--- src/rtl/slc_pwr_pkg.sv ---
package slc_pwr_pkg;
  typedef enum logic [1:0] {
    PM_RUN  = 2'b00,
    PM_WAIT = 2'b01,
    PM_STOP = 2'b10
  } pm_mode_e;

  typedef enum logic [1:0] {
    AB_IDLE   = 2'b00,
    AB_FINISH = 2'b01,
    AB_ONES   = 2'b10
  } ab_state_e;
endpackage

--- src/rtl/slc_mode_fsm.sv ---
module slc_mode_fsm
  import slc_pwr_pkg::*;
(
  input  logic     clk,
  input  logic     rst,
  input  logic     wait_req,
  input  logic     stop_req,
  input  logic     wcm,
  input  logic     rx_msg_ok,
  input  logic     ext_wake,
  input  logic     hold,
  output pm_mode_e mode_o,
  output logic     wake_o,
  output logic     wait_wake_o
);
  pm_mode_e mode_q, mode_d;
  logic pend_q, pend_d, pend_stop_q, pend_stop_d, wake_d, wake_q;
  logic req_now, req_stop, eff_pend, eff_stop;

  // Requests are only accepted in run; stop dominates a pending wait.
  assign req_now  = (mode_q == PM_RUN) && (wait_req || stop_req);
  assign req_stop = stop_req || (wait_req && wcm);
  assign eff_pend = pend_q || req_now;
  assign eff_stop = pend_stop_q || (req_now && req_stop);

  always_comb begin
    mode_d      = mode_q;
    pend_d      = pend_q;
    pend_stop_d = pend_stop_q;
    wake_d      = 1'b0;
    unique case (mode_q)
      PM_RUN: begin
        if (eff_pend && !hold) begin
          mode_d      = eff_stop ? PM_STOP : PM_WAIT;
          pend_d      = 1'b0;
          pend_stop_d = 1'b0;
        end else if (req_now) begin
          pend_d      = 1'b1;
          pend_stop_d = eff_stop;
        end
      end
      PM_WAIT: begin
        if (rx_msg_ok) begin
          mode_d = PM_RUN;
          wake_d = 1'b1;
        end
      end
      PM_STOP: begin
        if (ext_wake) begin
          mode_d = PM_RUN;
          wake_d = 1'b1;
        end
      end
      default: mode_d = PM_RUN;
    endcase
  end

  always_ff @(posedge clk) begin
    if (rst) begin
      mode_q      <= PM_RUN;
      pend_q      <= 1'b0;
      pend_stop_q <= 1'b0;
      wake_q      <= 1'b0;
    end else begin
      mode_q      <= mode_d;
      pend_q      <= pend_d;
      pend_stop_q <= pend_stop_d;
      wake_q      <= wake_d;
    end
  end

  assign mode_o      = mode_q;
  assign wake_o      = wake_q;
  assign wait_wake_o = (mode_q == PM_WAIT) && rx_msg_ok;
endmodule

--- src/rtl/slc_abort_seq.sv ---
module slc_abort_seq
  import slc_pwr_pkg::*;
#(
  parameter int TRAIL_BITS = 2
) (
  input  logic clk,
  input  logic rst,
  input  logic start,
  input  logic byte_done,
  input  logic bit_tick,
  output logic active_o,
  output logic force_o,
  output logic halt_o
);
  localparam int CW = (TRAIL_BITS > 1) ? $clog2(TRAIL_BITS) : 1;
  localparam logic [CW-1:0] LAST = CW'(TRAIL_BITS - 1);

  ab_state_e st_q, st_d;
  logic [CW-1:0] cnt_q, cnt_d;
  logic halt_d, halt_q;

  always_comb begin
    st_d   = st_q;
    cnt_d  = cnt_q;
    halt_d = 1'b0;
    unique case (st_q)
      AB_IDLE: if (start) begin
        st_d  = AB_FINISH;
        cnt_d = '0;
      end
      AB_FINISH: if (byte_done) st_d = AB_ONES;
      AB_ONES: if (bit_tick) begin
        if (cnt_q == LAST) begin
          st_d   = AB_IDLE;
          halt_d = 1'b1;
          cnt_d  = '0;
        end else begin
          cnt_d = cnt_q + 1'b1;
        end
      end
      default: st_d = AB_IDLE;
    endcase
  end

  always_ff @(posedge clk) begin
    if (rst) begin
      st_q   <= AB_IDLE;
      cnt_q  <= '0;
      halt_q <= 1'b0;
    end else begin
      st_q   <= st_d;
      cnt_q  <= cnt_d;
      halt_q <= halt_d;
    end
  end

  assign active_o = (st_q != AB_IDLE);
  assign force_o  = (st_q == AB_ONES);
  assign halt_o   = halt_q;
endmodule

--- src/rtl/slc_irq_latch.sv ---
module slc_irq_latch (
  input  logic clk,
  input  logic rst,
  input  logic set_evt,
  input  logic enable,
  input  logic ack,
  output logic irq_o
);
  logic irq_q;

  // A new set wins over an acknowledge in the same cycle.
  always_ff @(posedge clk) begin
    if (rst)                    irq_q <= 1'b0;
    else if (set_evt && enable) irq_q <= 1'b1;
    else if (ack)               irq_q <= 1'b0;
  end

  assign irq_o = irq_q;
endmodule

--- src/rtl/slc_pwr_ctrl.sv ---
module slc_pwr_ctrl
  import slc_pwr_pkg::*;
#(
  parameter int TRAIL_BITS = 2
) (
  input  logic       clk,
  input  logic       rst,
  input  logic       wait_req,
  input  logic       stop_req,
  input  logic       wcm,
  input  logic       irq_en,
  input  logic       rx_msg_ok,
  input  logic       rx_trail_ones,
  input  logic       tx_busy,
  input  logic       abort_req,
  input  logic       byte_done,
  input  logic       bit_tick,
  input  logic       ext_wake,
  input  logic       irq_ack,
  output logic [1:0] mode,
  output logic       tx_inhibit,
  output logic       clk_en,
  output logic       wakeup,
  output logic       irq,
  output logic       abort_active,
  output logic       force_ones,
  output logic       tx_halt,
  output logic       rx_invalid_sym
);
  pm_mode_e cur_mode;
  logic     wait_wake, hold, ab_start, sym_q;

  assign hold     = tx_busy || abort_active;
  assign ab_start = abort_req && tx_busy && (cur_mode == PM_RUN);

  slc_mode_fsm u_fsm (
    .clk         (clk),
    .rst         (rst),
    .wait_req    (wait_req),
    .stop_req    (stop_req),
    .wcm         (wcm),
    .rx_msg_ok   (rx_msg_ok),
    .ext_wake    (ext_wake),
    .hold        (hold),
    .mode_o      (cur_mode),
    .wake_o      (wakeup),
    .wait_wake_o (wait_wake)
  );

  slc_abort_seq #(.TRAIL_BITS(TRAIL_BITS)) u_abort (
    .clk       (clk),
    .rst       (rst),
    .start     (ab_start),
    .byte_done (byte_done),
    .bit_tick  (bit_tick),
    .active_o  (abort_active),
    .force_o   (force_ones),
    .halt_o    (tx_halt)
  );

  slc_irq_latch u_irq (
    .clk     (clk),
    .rst     (rst),
    .set_evt (wait_wake),
    .enable  (irq_en),
    .ack     (irq_ack),
    .irq_o   (irq)
  );

  // Receive-side fault report, frozen while clocks are gated.
  always_ff @(posedge clk) begin
    if (rst) sym_q <= 1'b0;
    else     sym_q <= rx_trail_ones && (cur_mode != PM_STOP);
  end

  assign rx_invalid_sym = sym_q;
  assign mode           = cur_mode;
  assign tx_inhibit     = (cur_mode != PM_RUN);
  assign clk_en         = (cur_mode != PM_STOP);
endmodule

--- config.mk ---
export PLATFORM = sky130hd
export DESIGN_NAME = slc_pwr_ctrl
export DESIGN_NICKNAME = d
export VERILOG_FILES = /design/src/rtl/slc_pwr_pkg.sv /design/src/rtl/slc_mode_fsm.sv /design/src/rtl/slc_abort_seq.sv /design/src/rtl/slc_irq_latch.sv /design/src/rtl/slc_pwr_ctrl.sv
export SDC_FILE = /design/constraint.sdc
export NUM_CORES = 1
export LEC_CHECK = 0
export ABC_AREA = 1
export BUFFER_PORTS_ARGS = -buffer_cell sky130_fd_sc_hd__buf_2
export CORE_AREA = 4 4 41 43
export CTS_BUF_LIST = sky130_fd_sc_hd__clkbuf_8
export DETAILED_ROUTE_END_ITERATION = 16
export DIE_AREA = 0 0 45 47
export PLACE_DENSITY = 0.84
export SYNTH_ARGS = -nofsm -noshare
export SYNTH_HDL_FRONTEND = slang
export SYNTH_HIERARCHICAL = 1
export SYNTH_SLANG_ARGS = --single-unit
--- constraint.sdc ---
create_clock -name clk -period 2.27 [get_ports clk]
set_input_delay 0.1135 -clock clk [delete_from_list [all_inputs] [get_ports clk]]
set_output_delay 0.1135 -clock clk [all_outputs]
set_load 0.05 [all_outputs]
======== Word-level counts from Yosys, hierarchy flattened ========
Index checks and enable logic that the tools add are counted.
word-level totals
  bits in registers ....................... 11
  bits of input ports ..................... 14
  output and inout bits ................... 10
  logic and storage cells ................. 75
cells by class
  add/subtract/negate cells ............... 1
  equality and inequality tests ........... 12
  multiplexer cells ....................... 24
  bitwise logic cells ..................... 2
  reductions and logical operators ........ 27
operators with widths
  cell                   number
  $mux W2                8
  $mux W1                12
  $ne A2 B2 Y1 const B   6
  $pmux W2 S3            2
  $reduce_bool A2 Y1     5
  $logic_and A1 B1 Y1    9
  $reduce_and A3 Y1      2
  $logic_or A1 B1 Y1     5
  $eq A2 B1 Y1 const B   2
  $eq A2 B2 Y1 const B   2
  $logic_not A2 Y1       2
  $ne A2 B1 Y1 const B   2
  $pmux W1 S2            2
  $reduce_and A4 Y1      1
  $reduce_or A3 Y1       1
  $not A1 Y1             2
  $reduce_and A2 Y1      1
  $add A1 B1 Y1 const B  1
  $logic_not A1 Y1       1

======== Logic depth before layout (Yosys ltp) ========
  depth after elaboration ................. 7
  gate-level depth with buffers ........... 10
  depth with buffers taken out ............ 10

======== Modules after synthesis ========
The synthesis kept the hierarchy.
by module, submodules not included
  module         instances  cells an instance  area an instance (um^2)  seq. area each (um^2)
  slc_mode_fsm   1          49                 316.6                    100.1
  slc_abort_seq  1          31                 210.2                    80.1
  slc_pwr_ctrl   1          12                 68.8                     20.0
  slc_irq_latch  1          5                  40.0                     20.0

======== Worst setup path after synthesis ========
No wires, ideal clock.
  path type ............................... register to register
  start ................................... register u_fsm.mode_q[0], in the netlist u_fsm/mode_o[0]
  end ..................................... register u_fsm.mode_q[0], in the netlist u_fsm/mode_o[0]
  library setup time ...................... 117 ps
  data arrival time ....................... 1545 ps
  data required time ...................... 2153 ps
  slack ................................... 608 ps
  cell stages (with the launch flop) ...... 9
  buffers on the path ..................... 0
  period minus slack after synthesis ...... 1662 ps
  cell sequence ........................... dfxtp_1 > inv_1 > ha_1 > nand2_1 > nand2_1 > nand2_1 > nand2_2 > a21oi_1 > nor2_1
between the ends
  longest elaborated chain between the ends .. 7
  elaborated cells between the ends (all ways) .. 15
  those cells by class .................... eq/ne: 5; mux: 3; reduce/logical: 7
ends and longest elaborated chain
  item                    RTL line                                source
  from (decl)             slc_mode_fsm.sv:16                      pm_mode_e mode_q, mode_d;
  from (signal assigned)  slc_mode_fsm.sv:65                      mode_q <= mode_d;
  $logic_not A2 Y1        slc_mode_fsm.sv:21, slc_mode_fsm.sv:31
  $logic_and A1 B1 Y1     slc_mode_fsm.sv:21                      assign req_now = (mode_q == PM_RUN) && (wait_req || stop_req);
  $logic_and A1 B1 Y1     slc_mode_fsm.sv:24                      assign eff_stop = pend_stop_q || (req_now && req_stop);
  $logic_or A1 B1 Y1      slc_mode_fsm.sv:24
  $mux W2                 slc_mode_fsm.sv:34                      mode_d = eff_stop ? PM_STOP : PM_WAIT;
  $mux W2                 slc_mode_fsm.sv:33                      if (eff_pend && !hold) begin
  $pmux W2 S3             slc_mode_fsm.sv:31                      unique case (mode_q)
Parallel ways exist; a longest one is shown, timed or not. The select of a mux whose other input is x is not followed.
A chain may end at the register's enable or synchronous reset.

======== Worst setup path in the final report ========
  start ................................... register u_fsm.mode_q[0], in the netlist u_fsm/mode_o[0]
  end ..................................... register u_fsm.mode_q[1], in the netlist u_fsm/mode_o[1]
Same word-level chain as after synthesis.

==> results.toml <==
[routing]
wl_per_cell_um = 9.37
vias = 635
drtIter0Drc = 13
dr.pass1.iters = 4
vias_per_cell = 4.57
drt_wl_total_um = 1300
antenna_left = 0
drc = 0

[die]
die-width_um = 45
io_pins = 24
core_um2 = 1300
rows = 13
start_util_pct = 48.8
die-area_um2 = 2120
die_y_um = 47

[timing]
fin_worst_skew_ps = 3.05
slew_viol_final = 0
hold_viol = 0
post-route-min-period_ps = 1400
finalCritPeriodShare_pct = 61.7
max_slew_margin_pct = 83.2
setup_violations = 0
fmaxAchievable_mhz = 713
fin_setup_tns_ps = 0
tightest_slew_ps = 254
rsz0062_at_grt = "no"

[layout]
n_antenna_cell = 0
fin_cells = 139
drive_above_1_share_pct = 29.0
areaGrowthSynthToFinish_pct = 28.1
n_fill_cell = 126
nets = 142

[grt]
grt_max_degree = 9
grt.total_usage_pct = 13.5
grt_pass1_vias = 544
grt_pass1_wl_um = 2080
antenna_found_initial = 0
grt-ovfl-total = 0

[logic_synthesis]
async_reset_ff_share_pct = 0
synth_top_area_cell = "dfxtp_1"
synth.most_common_cell = "inv_1"
ys.warnings.count = 6
synth_top_flop_cell = "dfxtp_1"
ys_seq_area_share_pct = 34.6
syn_area_per_cell_um2 = 6.55
synth_top_area_share_pct = 34.6
synth_edf_count = 0
syn_inst = 97
synth.top_cells.by_area = "dfxtp_1, inv_1, nand2_1"
syn-num-nets = 114
ys_seq_elements = 11
yosysUniqueCellTypes = 21
synthesis.area_um2 = 636
yosys-top-cells-count = "inv_1, nand2_1, dfxtp_1"

[clock_tree]
clkSinkCount = 11
clk_latency_ps = 240
numCtsBuffers = 3
cts_setup_buffers = 0
htree_num_levels = 1
cts_buffer_depth = 2
hold_buffers = 0
cts-root-buf = "clkbuf_8"
path_clk_slew_ps = 50
cts_tree = "built"
ctsResizeCount = 0

[worst_setup_path]
slowest_delay_ps = 410
critPathLaunchType = "register"
worstPathCellList = "inv_1, ha_1, nand2_1, nand2_1, nand2_1, nand2_2, a21oi_1, nor2_1"
worst-path-buf-inv = 1
arrival_ps = 1530
critPathRequiredTime_ps = 2400
endpoint_kind = "register"
worst_path_most_repeated_cell = "nand2_1"
critical_path_class = "reg -> reg"
cp_top_family = "flip-flops"
critical_path.max_fanout = 7
slowest_stage = "dfxtp_1"

[place]
io_buffers = 23
dp_cells = 135
routabilityCongestion = 0.822
hpwl_um = 1030

[power]
ir_drop_v = 0.000844
leakage_nw = 0.480
cellPowerDensity_nw_per_um2 = 1390
total_power_mw = 1.13

[flow_run]
maxCapViolations = 0

[worst_hold_path]
hp-class = "in -> reg"

[run_status]
status = "completed"
[routing by layer]
layer	part of all wire, %	wire [um]	global-route usage [%]
met2	49	639	22.6
met4	0	0	1.75
met1	42	550	16.5
met5	0	0	0
met3	8.7	114	6.13
[sequential cells by signal, summed over array words and instances, names as in the netlist]
signal	count
u_abort/halt_o	1
u_abort/st_q	2
u_fsm/pend_stop_q	1
u_fsm/mode_o	2
u_fsm/wake_o	1
u_fsm/pend_q	1
u_irq/irq_o	1
rx_invalid_sym	1
u_abort/cnt_q	1
[path summary, 6_finish.rpt]
kind	depth (start not counted)	slack (ps)	endpoint	from
min	3	100	rx_invalid_sym$_SDFF_PP0_	rx_trail_ones
max reg2reg	8	870	u_fsm/mode_o[1]$_SDFFE_PP0P_	u_fsm/mode_o[0]$_SDFFE_PP0P_
max	8	870	u_fsm/mode_o[1]$_SDFFE_PP0P_	u_fsm/mode_o[0]$_SDFFE_PP0P_
min reg2reg	2	470	u_irq/irq_o$_SDFFE_PP0P_	u_irq/irq_o$_SDFFE_PP0P_
[cell families after synthesis]
group | count (synthesis) | share of synthesized area [%]
and+or+nand+nor | 46 | 34.1
buffers and inverters | 27 | 15.9
DFF | 11 | 34.6
AOI/OAI and AO/OA | 10 | 9.45
adders and majority gates | 3 | 5.91
[area by class of cell]
cell class	count	area, um2	share of cell area, %
multi-input cells	59	314	38.6
flip-flops and latches	11	220	27.0
repair buffers	23	115	14.1
well taps	15	18.8	2.30
inverters	27	101	12.4
clock inverters	1	3.75	0.461
clock buffers	3	41.3	5.07
[tightest hold or removal path: stages]
cell     delay (ps)
buf_2            90
nand2_1          50
nor2_1           40
[cells in the final DEF (no fill, tap or decap)]
cell type | netlist | routed
and3_2 | 1 | 1
dfxtp_1 | 11 | 11
nand2_2 | 3 | 3
nor2_1 | 6 | 6
buf_2 | 0 | 23
a21oi_2 | 1 | 1
ha_1 | 3 | 3
a21oi_1 | 5 | 5
a22oi_1 | 1 | 1
or2_1 | 1 | 1
inv_2 | 1 | 1
clkbuf_8 | 0 | 3
o211ai_1 | 1 | 1
nand3_1 | 6 | 6
nand4_1 | 1 | 1
nor2_2 | 2 | 2
o22ai_1 | 1 | 1
nand3_2 | 1 | 1
nand2_1 | 23 | 23
nor3_1 | 1 | 1
nor2_4 | 1 | 1
o21ai_0 | 1 | 1
inv_1 | 26 | 27
[through the flow]
step                worst slack, ps  hold WS (ps)  util [%]  area (um2)
finish                          868           102      62.6         815
global route                    690           121      62.6         815
CTS                             868           100      62.6         815
detailed placement              878           352      59.1         769
global placement                935           348      59.1         769
floorplan                       608           176         -         636
[power breakdown]
group	internal, mW	total (mW)	switching (mW)
Combinational	0.196	0.661	0.465
Clock	0.119	0.190	0.0712
Sequential	0.241	0.281	0.0394
Note: power is estimated with default switching activity, not from simulation.
